[config.mk]
export PLATFORM = sky130hd
export DESIGN_NAME = fwp_ctrl
export DESIGN_NICKNAME = d
export VERILOG_FILES = /design/src/rtl/fwp_pkg.sv /design/src/rtl/fwp_keyvault.sv /design/src/rtl/fwp_protmap.sv /design/src/rtl/fwp_seq.sv /design/src/rtl/fwp_ctrl.sv
export SDC_FILE = /design/constraint.sdc
export NUM_CORES = 1
export LEC_CHECK = 0
export BUFFER_PORTS_ARGS = -buffer_cell sky130_fd_sc_hd__buf_2
export CORE_ASPECT_RATIO = 1.1
export CORE_MARGIN = 4
export CORE_UTILIZATION = 53
export DETAILED_ROUTE_END_ITERATION = 16
export GPL_TIMING_DRIVEN = 0
export PLACE_DENSITY = 0.78
export SLEW_MARGIN = 10
export SYNTH_ARGS = -nofsm -noshare
export SYNTH_HDL_FRONTEND = slang
export SYNTH_SLANG_ARGS = --single-unit
[constraint.sdc]
create_clock -name clk -period 6.2 [get_ports clk]
set_input_delay 0.62 -clock clk [delete_from_list [all_inputs] [get_ports clk]]
set_output_delay 0.62 -clock clk [all_outputs]
set_load 0.005 [all_outputs]
[src/rtl/fwp_pkg.sv]
package fwp_pkg;
  localparam int DATA_W = 32;
  localparam int KEY_W  = 32;

  localparam logic [KEY_W-1:0] KEY_BLANK   = 32'hFFFF_FFFF;
  localparam logic [KEY_W-1:0] KEY_FOREVER = 32'hDEAD_DEAD;

  typedef enum logic [2:0] {
    RS_ADDR  = 3'd0,
    RS_DATA  = 3'd1,
    RS_MODE  = 3'd2,
    RS_CMD   = 3'd3,
    RS_STAT  = 3'd4,
    RS_VMASK = 3'd5,
    RS_PMASK = 3'd6
  } reg_sel_e;

  localparam logic [7:0] CMD_PROGRAM    = 8'h02;
  localparam logic [7:0] CMD_PAGE_ERASE = 8'h03;
  localparam logic [7:0] CMD_MASS_ERASE = 8'h05;
  localparam logic [7:0] CMD_PROTECT    = 8'h0C;

  typedef enum logic [1:0] {
    OP_PROGRAM    = 2'd0,
    OP_PAGE_ERASE = 2'd1,
    OP_MASS_ERASE = 2'd2
  } op_kind_e;

  typedef enum logic [1:0] {
    S_IDLE,
    S_EVAL,
    S_PROG,
    S_ISSUE
  } seq_state_e;

  localparam int ST_DONE    = 0;
  localparam int ST_FAIL    = 1;
  localparam int ST_BUSY    = 2;
  localparam int ST_KEYED   = 3;
  localparam int ST_FOREVER = 4;
endpackage

[src/rtl/fwp_keyvault.sv]
module fwp_keyvault
  import fwp_pkg::*;
#(
  parameter int GROUPS = 32
) (
  input  logic              clk,
  input  logic              nv_init_n,
  input  logic              commit,
  input  logic [KEY_W-1:0]  new_key,
  input  logic [GROUPS-1:0] new_mask,
  input  logic              wipe,
  output logic [KEY_W-1:0]  key_q,
  output logic [GROUPS-1:0] pmask_q,
  output logic              keyed,
  output logic              forever_lock
);
  // Non-volatile model: only a blank-device init or a mass erase clears it.
  always_ff @(posedge clk or negedge nv_init_n) begin
    if (!nv_init_n) begin
      key_q   <= KEY_BLANK;
      pmask_q <= '1;
    end else if (wipe) begin
      key_q   <= KEY_BLANK;
      pmask_q <= '1;
    end else if (commit) begin
      key_q   <= new_key;
      pmask_q <= new_mask;
    end
  end

  assign keyed        = (key_q != KEY_BLANK);
  assign forever_lock = (key_q == KEY_FOREVER);
endmodule

[src/rtl/fwp_protmap.sv]
module fwp_protmap #(
  parameter int GROUPS          = 32,
  parameter int PAGES_PER_GROUP = 2,
  localparam int NUM_PAGES      = GROUPS * PAGES_PER_GROUP
) (
  input  logic [GROUPS-1:0]    vmask,
  input  logic [GROUPS-1:0]    pmask,
  output logic [NUM_PAGES-1:0] page_wr_en
);
  // Active-low masks: a cleared bit in either layer locks its page group.
  for (genvar g = 0; g < GROUPS; g++) begin : g_grp
    logic open_grp;
    assign open_grp = vmask[g] & pmask[g];
    for (genvar p = 0; p < PAGES_PER_GROUP; p++) begin : g_pg
      assign page_wr_en[g*PAGES_PER_GROUP + p] = open_grp;
    end
  end
endmodule

[src/rtl/fwp_seq.sv]
module fwp_seq
  import fwp_pkg::*;
#(
  parameter int GROUPS      = 32,
  parameter int NUM_PAGES   = 64,
  parameter int PROT_CYCLES = 4,
  localparam int PAGE_W     = $clog2(NUM_PAGES),
  localparam int CNT_W      = (PROT_CYCLES > 1) ? $clog2(PROT_CYCLES) : 1
) (
  input  logic                 clk,
  input  logic                 rst_n,
  input  logic                 cmd_wr,
  input  logic [7:0]           cmd_code,
  input  logic                 mode_ok,
  input  logic [KEY_W-1:0]     presented,
  input  logic [GROUPS-1:0]    stage_mask,
  input  logic [PAGE_W-1:0]    page_idx,
  input  logic [NUM_PAGES-1:0] page_wr_en,
  input  logic [KEY_W-1:0]     stored_key,
  input  logic                 keyed,
  input  logic                 forever_lock,
  input  logic                 op_ready,
  output logic                 busy,
  output logic                 op_valid,
  output op_kind_e             op_kind,
  output logic [PAGE_W-1:0]    op_page,
  output logic                 commit,
  output logic [KEY_W-1:0]     commit_key,
  output logic [GROUPS-1:0]    commit_mask,
  output logic                 wipe,
  output logic                 done_pulse,
  output logic                 fail_pulse
);
  seq_state_e        state_q;
  logic [7:0]        code_q;
  logic [CNT_W-1:0]  cnt_q;
  logic              known_code;
  logic              prot_ok;
  logic              refuse;

  assign known_code = (cmd_code == CMD_PROGRAM) || (cmd_code == CMD_PAGE_ERASE) ||
                      (cmd_code == CMD_MASS_ERASE) || (cmd_code == CMD_PROTECT);

  assign prot_ok = mode_ok && !forever_lock && (!keyed || (presented == stored_key));

  always_comb begin
    refuse = 1'b0;
    if (code_q == CMD_PROTECT) refuse = !prot_ok;
    else if ((code_q == CMD_PROGRAM) || (code_q == CMD_PAGE_ERASE))
      refuse = !page_wr_en[page_idx];
  end

  always_ff @(posedge clk or negedge rst_n) begin
    if (!rst_n) begin
      state_q     <= S_IDLE;
      code_q      <= '0;
      cnt_q       <= '0;
      op_kind     <= OP_PROGRAM;
      op_page     <= '0;
      commit_key  <= KEY_BLANK;
      commit_mask <= '1;
    end else begin
      unique case (state_q)
        S_IDLE: begin
          if (cmd_wr && known_code) begin
            state_q <= S_EVAL;
            code_q  <= cmd_code;
          end
        end
        S_EVAL: begin
          if (refuse) begin
            state_q <= S_IDLE;
          end else if (code_q == CMD_PROTECT) begin
            state_q     <= S_PROG;
            cnt_q       <= CNT_W'(PROT_CYCLES - 1);
            commit_key  <= presented;
            commit_mask <= stage_mask;
          end else begin
            state_q <= S_ISSUE;
            if (code_q == CMD_MASS_ERASE) begin
              op_kind <= OP_MASS_ERASE;
              op_page <= '0;
            end else begin
              op_kind <= (code_q == CMD_PROGRAM) ? OP_PROGRAM : OP_PAGE_ERASE;
              op_page <= page_idx;
            end
          end
        end
        S_PROG: begin
          if (cnt_q == '0) state_q <= S_IDLE;
          else             cnt_q   <= cnt_q - 1'b1;
        end
        S_ISSUE: begin
          if (op_ready) state_q <= S_IDLE;
        end
        default: state_q <= S_IDLE;
      endcase
    end
  end

  assign busy       = (state_q != S_IDLE);
  assign op_valid   = (state_q == S_ISSUE);
  assign commit     = (state_q == S_PROG) && (cnt_q == '0);
  assign wipe       = op_valid && op_ready && (op_kind == OP_MASS_ERASE);
  assign done_pulse = commit || (op_valid && op_ready);
  assign fail_pulse = (state_q == S_EVAL) && refuse;
endmodule

[src/rtl/fwp_ctrl.sv]
module fwp_ctrl
  import fwp_pkg::*;
#(
  parameter int PAGES_PER_GROUP = 2,
  parameter int PROT_CYCLES     = 4,
  parameter int PAGE_LSB        = 9,
  localparam int GROUPS         = DATA_W,
  localparam int NUM_PAGES      = GROUPS * PAGES_PER_GROUP,
  localparam int PAGE_W         = $clog2(NUM_PAGES),
  localparam int HALF_W         = KEY_W / 2
) (
  input  logic                 clk,
  input  logic                 rst_n,
  input  logic                 nv_init_n,
  input  logic                 bus_wr,
  input  logic                 bus_rd,
  input  logic [2:0]           bus_sel,
  input  logic [DATA_W-1:0]    bus_wdata,
  output logic [DATA_W-1:0]    bus_rdata,
  output logic [NUM_PAGES-1:0] page_wr_en,
  output logic                 busy,
  output logic                 op_valid,
  input  logic                 op_ready,
  output logic [1:0]           op_kind,
  output logic [PAGE_W-1:0]    op_page
);
  logic              sys_rst_n;
  logic [HALF_W-1:0] addr_q;
  logic [HALF_W-1:0] data_q;
  logic [7:0]        mode_q;
  logic [GROUPS-1:0] vmask_q;
  logic [GROUPS-1:0] stage_q;
  logic              stat_done;
  logic              stat_fail;

  logic [KEY_W-1:0]  presented;
  logic [KEY_W-1:0]  key_q;
  logic [GROUPS-1:0] pmask_q;
  logic              keyed;
  logic              forever_lock;
  logic              key_ok;
  logic              mode_ok;
  logic              commit;
  logic [KEY_W-1:0]  commit_key;
  logic [GROUPS-1:0] commit_mask;
  logic              wipe;
  logic              done_pulse;
  logic              fail_pulse;
  op_kind_e          kind_w;

  assign sys_rst_n = rst_n & nv_init_n;
  assign presented = {addr_q, data_q};
  assign key_ok    = !keyed || (presented == key_q);
  assign mode_ok   = (mode_q[6:5] == 2'b10) && mode_q[3];

  always_ff @(posedge clk or negedge sys_rst_n) begin
    if (!sys_rst_n) begin
      addr_q    <= '0;
      data_q    <= '0;
      mode_q    <= '0;
      vmask_q   <= '1;
      stage_q   <= '1;
      stat_done <= 1'b0;
      stat_fail <= 1'b0;
    end else begin
      if (bus_wr) begin
        unique case (bus_sel)
          RS_ADDR:  addr_q <= bus_wdata[HALF_W-1:0];
          RS_DATA:  data_q <= bus_wdata[HALF_W-1:0];
          RS_MODE:  mode_q <= bus_wdata[7:0];
          RS_VMASK: if (key_ok) vmask_q <= bus_wdata;
          RS_PMASK: if (key_ok) stage_q <= bus_wdata;
          default: ;
        endcase
      end
      if (bus_rd && (bus_sel == RS_STAT)) begin
        stat_done <= 1'b0;
        stat_fail <= 1'b0;
      end
      if (done_pulse) stat_done <= 1'b1;
      if (fail_pulse) begin
        stat_done <= 1'b1;
        stat_fail <= 1'b1;
      end
    end
  end

  fwp_keyvault #(.GROUPS(GROUPS)) u_vault (
    .clk          (clk),
    .nv_init_n    (nv_init_n),
    .commit       (commit),
    .new_key      (commit_key),
    .new_mask     (commit_mask),
    .wipe         (wipe),
    .key_q        (key_q),
    .pmask_q      (pmask_q),
    .keyed        (keyed),
    .forever_lock (forever_lock)
  );

  fwp_protmap #(.GROUPS(GROUPS), .PAGES_PER_GROUP(PAGES_PER_GROUP)) u_map (
    .vmask      (vmask_q),
    .pmask      (pmask_q),
    .page_wr_en (page_wr_en)
  );

  fwp_seq #(.GROUPS(GROUPS), .NUM_PAGES(NUM_PAGES), .PROT_CYCLES(PROT_CYCLES)) u_seq (
    .clk          (clk),
    .rst_n        (sys_rst_n),
    .cmd_wr       (bus_wr && (bus_sel == RS_CMD)),
    .cmd_code     (bus_wdata[7:0]),
    .mode_ok      (mode_ok),
    .presented    (presented),
    .stage_mask   (stage_q),
    .page_idx     (addr_q[PAGE_LSB +: PAGE_W]),
    .page_wr_en   (page_wr_en),
    .stored_key   (key_q),
    .keyed        (keyed),
    .forever_lock (forever_lock),
    .op_ready     (op_ready),
    .busy         (busy),
    .op_valid     (op_valid),
    .op_kind      (kind_w),
    .op_page      (op_page),
    .commit       (commit),
    .commit_key   (commit_key),
    .commit_mask  (commit_mask),
    .wipe         (wipe),
    .done_pulse   (done_pulse),
    .fail_pulse   (fail_pulse)
  );

  assign op_kind = kind_w;

  always_comb begin
    bus_rdata = '0;
    unique case (bus_sel)
      RS_ADDR:  bus_rdata = {{(DATA_W-HALF_W){1'b0}}, addr_q};
      RS_DATA:  bus_rdata = {{(DATA_W-HALF_W){1'b0}}, data_q};
      RS_MODE:  bus_rdata = {{(DATA_W-8){1'b0}}, mode_q};
      RS_STAT:  bus_rdata = {{(DATA_W-5){1'b0}}, forever_lock, keyed, busy, stat_fail, stat_done};
      RS_VMASK: bus_rdata = vmask_q;
      RS_PMASK: bus_rdata = pmask_q;
      default:  bus_rdata = '0;
    endcase
  end
endmodule

; Yosys cells after proc, flatten, opt, wreduce, memory -nomap -nowiden
; Index checks and enable logic that the tools add are counted.
[op_classes]
n_addsub = 1
n_mul = 0
div = 0
order_cmp = 1
eq_ne = 28
shifts = 0
muxes = 26
bitwise_logic = 35
reduce_logical = 38
[ops]
columns = op, n
row1 = 32-bit case mux with 6 select lines, 1
row2 = 32-bit two-way mux, 4
row3 = 1-bit bitwise AND, 33
row4 = 32-bit == test, 1
row5 = 32-bit == test (second input constant), 1
row6 = 8-bit by 2-bit == test with 1-bit output (second input constant), 4
row7 = 32-bit inequality test (second input constant), 1
row8 = 8-bit by 3-bit == test with 1-bit output (second input constant), 2
row9 = 8-bit by 4-bit == test with 1-bit output (second input constant), 2
row10 = 2-bit two-way mux, 8
row11 = 3-bit AND reduction, 5
row12 = 1-bit logical AND, 10
row13 = 3-bit == test (second input constant), 3
row14 = 1-bit two-way mux, 9
row15 = 2-bit == test (second input constant), 4
row16 = 2-bit case mux with 4 select lines, 1
row17 = 2-bit AND reduction, 4
row18 = 2-bit nonzero test, 4
row19 = 6-bit by 7-bit < comparator with 1-bit output (second input constant), 1
row20 = 1-bit binary-select mux with 6-bit select, 1
row21 = 3-bit by 2-bit == test with 1-bit output (second input constant), 2
row22 = 1-bit logical OR, 6
row23 = 6-bit two-way mux, 1
row24 = 2-bit by 1-bit inequality test with 1-bit output (second input constant), 3
row25 = other kinds (11), 18
[totals]
regBits = 254
latchBits = 0
ramBits = 0
mem_bits_ro = 0
inputBits = 41
output_inout_bits = 106
elab_cells = 145
memories = 0

; Longest topological paths before layout
; Gate-level depths: netlist of run 1.
[depth]
ltp_word = 8
mapped_depth = 10
mapped_depth_nobuf = 7

; Modules after synthesis
; Synthesis of run 1 repeated with hierarchy kept, for this count alone.
[hier_totals]
cells_unflattened = 1499
area_unflattened_um2 = 15578.7
[modules_own_cells]
columns = module, instances, cells_each, area_each_um2, seq_area_each_um2
row1 = fwp_ctrl, 1, 844, 7387.1, 2732.6
row2 = fwp_seq, 1, 330, 4624.4, 2182.1
row3 = fwp_keyvault, 1, 229, 2886.5, 1681.6
row4 = fwp_protmap, 1, 96, 680.7, 0.0

; Least setup slack after synthesis of run 1
; OpenSTA, ideal clock, no wires.
[synth_path]
path_type = input to output
from = input port bus_sel[0]
to = output port bus_rdata[21]
arrival_ps = 2047
t_required_ps = 5580
path_slack_ps = 3533
cell_stages = 6
n_path_buf = 3
cell_sequence = clkbuf_1 > nor2b_1 > and2_1 > clkbuf_1 > clkbuf_1 > a22o_1
[synth_between]
elab_chain_cells = 2
word_cells_on_any_way = 7
cone_classes = 5 x eq/ne / 1 x mux / 1 x reduce/logical
[synth_lines]
columns = item, line_no
row1 = start: declaration, fwp_ctrl.sv:17  ; input logic [2:0] bus_sel,
row2 = "3-bit == test, or another cell as far along", fwp_ctrl.sv:137  ; unique case (bus_sel)
row3 = 32-bit case mux with 6 select lines (*), fwp_ctrl.sv:137
row4 = end: declaration, fwp_ctrl.sv:19  ; output logic [DATA_W-1:0] bus_rdata,
; Every way passes the cells marked *; elsewhere a longest branch is shown, timed or not.

; Final worst setup path of run 1
[layout_path]
from = input port bus_sel[0]
to = output port bus_rdata[30]
; The elaborated chain is that of the path after synthesis.

==> results of run 1 <==
registers in the layout, summed over array words and instances, names as in the netlist:
signal,flops
addr_q,16
data_q,16
mode_q,8
stage_q,32
stat_done,1
stat_fail,1
u_seq.cnt_q,2
u_seq.code_q,8
u_seq.commit_key,32
u_seq.commit_mask,32
u_seq.op_kind,2
u_seq.op_page,6
u_seq.state_q,2
u_vault.key_q,32
u_vault.pmask_q,32
vmask_q,32
kinds of logic after synthesis:
| kind of cell | after synthesis | synth area share, % |
|---|---|---|
| simple gates | 346 | 13.22 |
| flops | 254 | 52.91 |
| mux | 207 | 20.22 |
| buf+inv | 140 | 6.664 |
| compound gates | 80 | 4.567 |
| xor+xnor | 33 | 2.318 |
| fa+ha+maj | 1 | 0.1003 |
cell usage in the layout, fill, tap and decap left out, drive strengths merged, types with 2 or more instances in the layout:
master / instances
a21oi: 11
nand2: 155
a22o: 24
inv: 18
nor3: 4
nand4: 13
nand2b: 5
dfrtp: 62
and3: 2
bufinv: 3
or4: 2
o22ai: 5
clkinv: 7
o21ai: 18
mux2i: 31
a22oi: 5
nor2b: 8
a31oi: 2
nand3b: 3
a211oi: 4
clkbuf: 72
and3b: 2
nor2: 21
buf: 236
or2: 2
and2: 35
nor4: 14
nand3: 75
mux2: 172
mux4: 4
a311oi: 2
xor2: 33
dfstp: 192
critical path: stages:
cell	delay [ns]
clkbuf_1	0.36
nor2b_1	0.47
and2_1	0.19
clkbuf_1	0.40
clkbuf_1	0.51
a22o_1	0.28
buf_2	0.13
routing by layer:
layer | up-vias | track usage, % | routed length (um)
met5 | - | 0 | 0
met4 | 0 | 8.449 | 1205
met3 | 77 | 5.344 | 2680
met2 | 407 | 43.03 | 16260
met1 | 4485 | 33.51 | 13410
li1 | 3972 | - | -
how the worst max path moves through the flow:
stage,start,end,slack (ns),cells after the start
after floorplan,rst_n,addr_q[0],2.56,1
after global placement,nv_init_n,u_seq.cnt_q[0],-0.14,2
after detailed placement,bus_sel[0],bus_rdata[22],2.66,7
after CTS,bus_sel[0],bus_rdata[30],2.66,7
after global routing,u_vault.key_q[3],bus_rdata[4],2.52,7
final,bus_sel[0],bus_rdata[30],2.63,7
final cells by class:
class / instances / area [um2]
fillers: 1760 / 8419
flip-flops and latches: 254 / 6596
multi-input cells: 667 / 5042
repair buffers: 149 / 823.3
clock buffers: 37 / 784.5
plain buffers: 122 / 763.2
well taps: 300 / 375.4
clock inverters: 11 / 132.6
inverters: 18 / 67.56
stage by stage:
step           power [W]  utilization [%]  TNS, ns
2_1_floorplan   0.002165                -        0
3_3_place_gp    0.002372            58.99   -8.271
3_5_place_dp    0.002395            59.41        0
4_1_cts         0.004046            63.40        0
5_1_grt         0.004186            63.40        0
6_report        0.004033            63.40        0
report_power, final:
part | switching (W) | internal, W | leakage [nW]
Clock | 0.000646 | 0.00100 | 0.456
Combinational | 0.000287 | 0.000204 | 3.78
Sequential | 0.000122 | 0.00177 | 2.79
Total | 0.00105 | 0.00298 | 7.02
==> out/metrics.csv, run 1 <==
metric;value;unit
leakagePower;7.019;nW
cts_root_buf;clkbuf_16;
synth_top_cell_by_area;dfstp_2;
run_status;completed;
final_cells;1558;
drtAntennaViolNets;0;
drt_iter0_drc;610;
synthFlopType;dfstp_2;
clockBufferDepth;3;
drc;0;
synth_area;12470;um2
fp.dieH;168.9;um
antenna_cells;0;
netlist.area_leader.share;40.47;%
fin_nets;1280;
fin_crit_sh;57.65;%
report.final.setup_viol;0;
ys_ff_latch;254;
rrSetupSlack;3.25;ns
finalWorstSetupSlack;2.626;ns
cts_buffers;26;
synth_area_leaders;dfstp_2 (40%), dfrtp_1 (12%), mux2_2 (11%);
async_flop_share;100.0;%
hold_viol_final;0;
yosysSeqAreaShare;52.91;%
slew_viol_final;0;
grt.total_usage;25.66;%
cts_tree;yes;
synth_area_per_cell;11.75;um2
first_pass_iters;5;
wl_per_cell;21.54;um
start_util;54.19;%
postPlaceCellArea;13670;um2
grt_pass1_wl;52930;um
crit_type;primary input to primary output;
end_kind;primary output;
drive_above_1_share;51.03;%
antenna_found_initial;0;
clk_latency;0.53;ns
design_area;14590;um2
finClkSkew;0.01404;ns
first_global_vias;9257;
synth_cells;1061;
grt_max_degree;59;
r2r_cells;9;
synth-edff-count;0;
dieWidth;154.2;um
reg2reg_to;u_seq.commit_mask[0];
vias_per_cell;5.739;
core_area;23000;um2
required;5.58;ns
rr_startpoint;u_vault.key_q[7];
clock.fmax;279.8;MHz
yosys_warnings;0;
cts.sinks;254;
syn_nets;1103;
placed_cells;1510;
pre_cts_slack;2.663;ns
hold_ws;0.2858;ns
ir_drop;210.5;uV
hold_buffers;0;
cts.clk_slew.worst_paths;0.06;ns
totalWireLength;33550;um
post-route-min-period;3.574;ns
worst_pin_slew;0.8424;ns
post_cts_buffers;0;
post_cts_resized;0;
worstPathMaxFanout;10;
grt_setup_unrepaired;false;
drv_cap;0;
gr-total-overflow;0;
yosysMostFrequentCell;dfstp_2;
maxSlewHeadroom;43.68;%
yosysUniqueCellTypes;51;
hpwl;24190;um
die_area;26040;um2
yosys-top-cells-count;dfstp_2 (192), nand2_1 (155), mux2_2 (123);
synthToLayoutAreaGrowth;16.99;%
vias;8941;
place.gp.congestion;1.016;
crit_arrival;2.95;ns
power_density;276.5;nW/um2
critPathLaunchType;primary input;
portBuffers;145;
io_pins;147;
holdCritPathClass;primary input to async pin;
htreeDepth;1;
fp-row-count;58;
No activity file was read; power rests on OpenSTA's default activity.
==> run 2: changes to the inputs <==
- clock period: 6.2 -> 3.2 ns (I/O delays scaled with it)
==> run 2 against run 1 <==
Effect of this change: wire length shrank 0.19%; clock-buffer cell count grew 4; cell count grew 0.19%; setup slack lost 2.4 ns; final area shrank 0.25%; total power grew 89%; clock power grew 83%; non-clock buffer count grew 2; clock skew grew 0.0017 ns; largest power group unchanged; highest routed layer unchanged.
==> out/metrics.csv, run 2 (synthesized netlist as in run 1, its figures left out) <==
metric;value;unit
critPathMostFrequentCell;nand4_1;
clk_latency;0.53;ns
report.final.setup_viol;0;
clock.fmax;331.5;MHz
hold_viol_final;0;
critical_path.max_stage_delay;0.57;ns
leakagePower;6.998;nW
first_pass_iters;8;
drv_cap;0;
antenna_cells;0;
portBuffers;145;
hp-start;bus_wdata[17];
core_area;23000;um2
fp-row-count;58;
clockBufferDepth;3;
first_global_vias;9358;
cp_num_buf_inv;1;
hpwl;24100;um
cpMaxStageDelayCell;dfstp_2;
worst_pin_slew;0.8372;ns
place.gp.congestion;0.9935;
cts.sinks;254;
antenna_found_initial;0;
required;2.88;ns
drc;0;
pre_cts_slack;0.2555;ns
cts_tree;yes;
rr_startpoint;u_vault.key_q[27];
reg2reg_to;u_seq.commit_key[0];
whs_endpoint;vmask_q[17];
fin_util;63.24;%
fin_nets;1283;
vias_per_cell;5.720;
whs_path_depth;2;
layout_commonest_cell;dfstp_2;
maxSlewHeadroom;44.19;%
holdCritPathClass;primary input to flop;
worstPathMaxFanout;3;
run_status;completed;
finClkSkew;0.01573;ns
fin_crit_sh;94.28;%
die_area;26040;um2
finalWorstSetupSlack;0.1832;ns
cts.clk_slew.worst_paths;0.06;ns
vias;8929;
crit_type;flop to primary output;
wl_per_cell;21.45;um
ir_drop;398.0;uV
htreeDepth;1;
fillers;1758;
end_kind;primary output;
cts_root_buf;clkbuf_16;
gr-total-overflow;0;
drive_above_1_share;50.75;%
crit_family;simple AND/OR/NAND/NOR gates;
grt_pass1_wl;52870;um
layout_common_cells;dfstp_2 (192), nand2_1 (155), buf_2 (148), mux2_2 (123), nand3_1 (75);
grt_setup_unrepaired;false;
totalWireLength;33490;um
cts_buffers;27;
critPathLaunchType;flop;
drtAntennaViolNets;0;
r2r_cells;9;
path_cells;nand4_1 -> nor4_1 -> nand4_1 -> o211ai_1 -> o21ai_0 -> o22ai_1 -> buf_2;
start_util;54.19;%
drt_iter0_drc;703;
synthToLayoutAreaGrowth;16.70;%
post-route-min-period;3.017;ns
rrSetupSlack;0.31;ns
crit_arrival;2.70;ns
slew_viol_final;0;
io_pins;147;
post_cts_resized;0;
power_density;524.8;nW/um2
grt_max_degree;63;
fp.dieH;168.9;um
grt.total_usage;25.64;%
dieWidth;154.2;um
run 2: worst max path at each step:
| stage | start | to | slack, ns | cells after the start |
|---|---|---|---|---|
| 3_5_place_dp | bus_sel[0] | vmask_q[28] | 0.26 | 7 |
| 3_3_place_gp | nv_init_n | u_seq.cnt_q[0] | -0.89 | 2 |
| 4_1_cts | u_vault.key_q[28] | bus_rdata[4] | 0.12 | 7 |
| 2_1_floorplan | u_vault.key_q[25] | u_seq.commit_key[0] | 0.85 | 9 |
| 6_report | u_vault.key_q[27] | bus_rdata[4] | 0.18 | 7 |
| 5_1_grt | u_vault.key_q[7] | bus_rdata[4] | 0.05 | 7 |
run 2: final cells by class:
type                            count  area [um2]  share of cell area [%]
Tap cell                          300       375.4                   2.580
Clock inverter                      8       67.56                  0.4644
Buffer                            122       763.2                   5.246
Timing Repair Buffer              151       848.3                   5.831
Clock buffer                       41       788.3                   5.418
Sequential cell                   254        6596                   45.34
Multi-Input combinational cell    667        5042                   34.66
Inverter                           18       67.56                  0.4644
run 2: report_power, final:
group	total, W	internal [W]	switching [W]
clock	0.00302	0.00177	0.00125
combinational	0.000946	0.000396	0.000551
sequential	0.00367	0.00343	0.000242
total	0.00763	0.00560	0.00204
run 2: what timing repair did:
item,4_1_cts,5_1_grt
hold buffers,1,0
setup endpoints to repair,0,1
hold endpoints to repair,11,0
buffers inserted,0,1
run 2: per-layer routing:
layer | global-route usage, % | wire, um | vias up | part of all wire [%]
met5 | 0 | 0 | - | 0
met4 | 10.25 | 1412 | 0 | 4.2
met3 | 4.628 | 2483 | 107 | 7.4
met2 | 42.04 | 16260 | 408 | 49
met1 | 33.99 | 13330 | 4433 | 40
li1 | - | - | 3981 | -
run 2: per-stage QoR:
stage | TNS (ns) | instance area [um2] | hold WS, ns | instances | power (W)
after floorplan | 0 | 12470 | 0.1722 | 1061 | 0.004195
after global placement | -91.35 | 13570 | 0.4693 | 1506 | 0.004593
after detailed placement | 0 | 13680 | 0.4174 | 1510 | 0.004643
after CTS | 0 | 14540 | 0.02954 | 1560 | 0.007676
after global routing | 0 | 14550 | 0.03606 | 1561 | 0.007929
final | 0 | 14550 | 0.04258 | 1561 | 0.007635
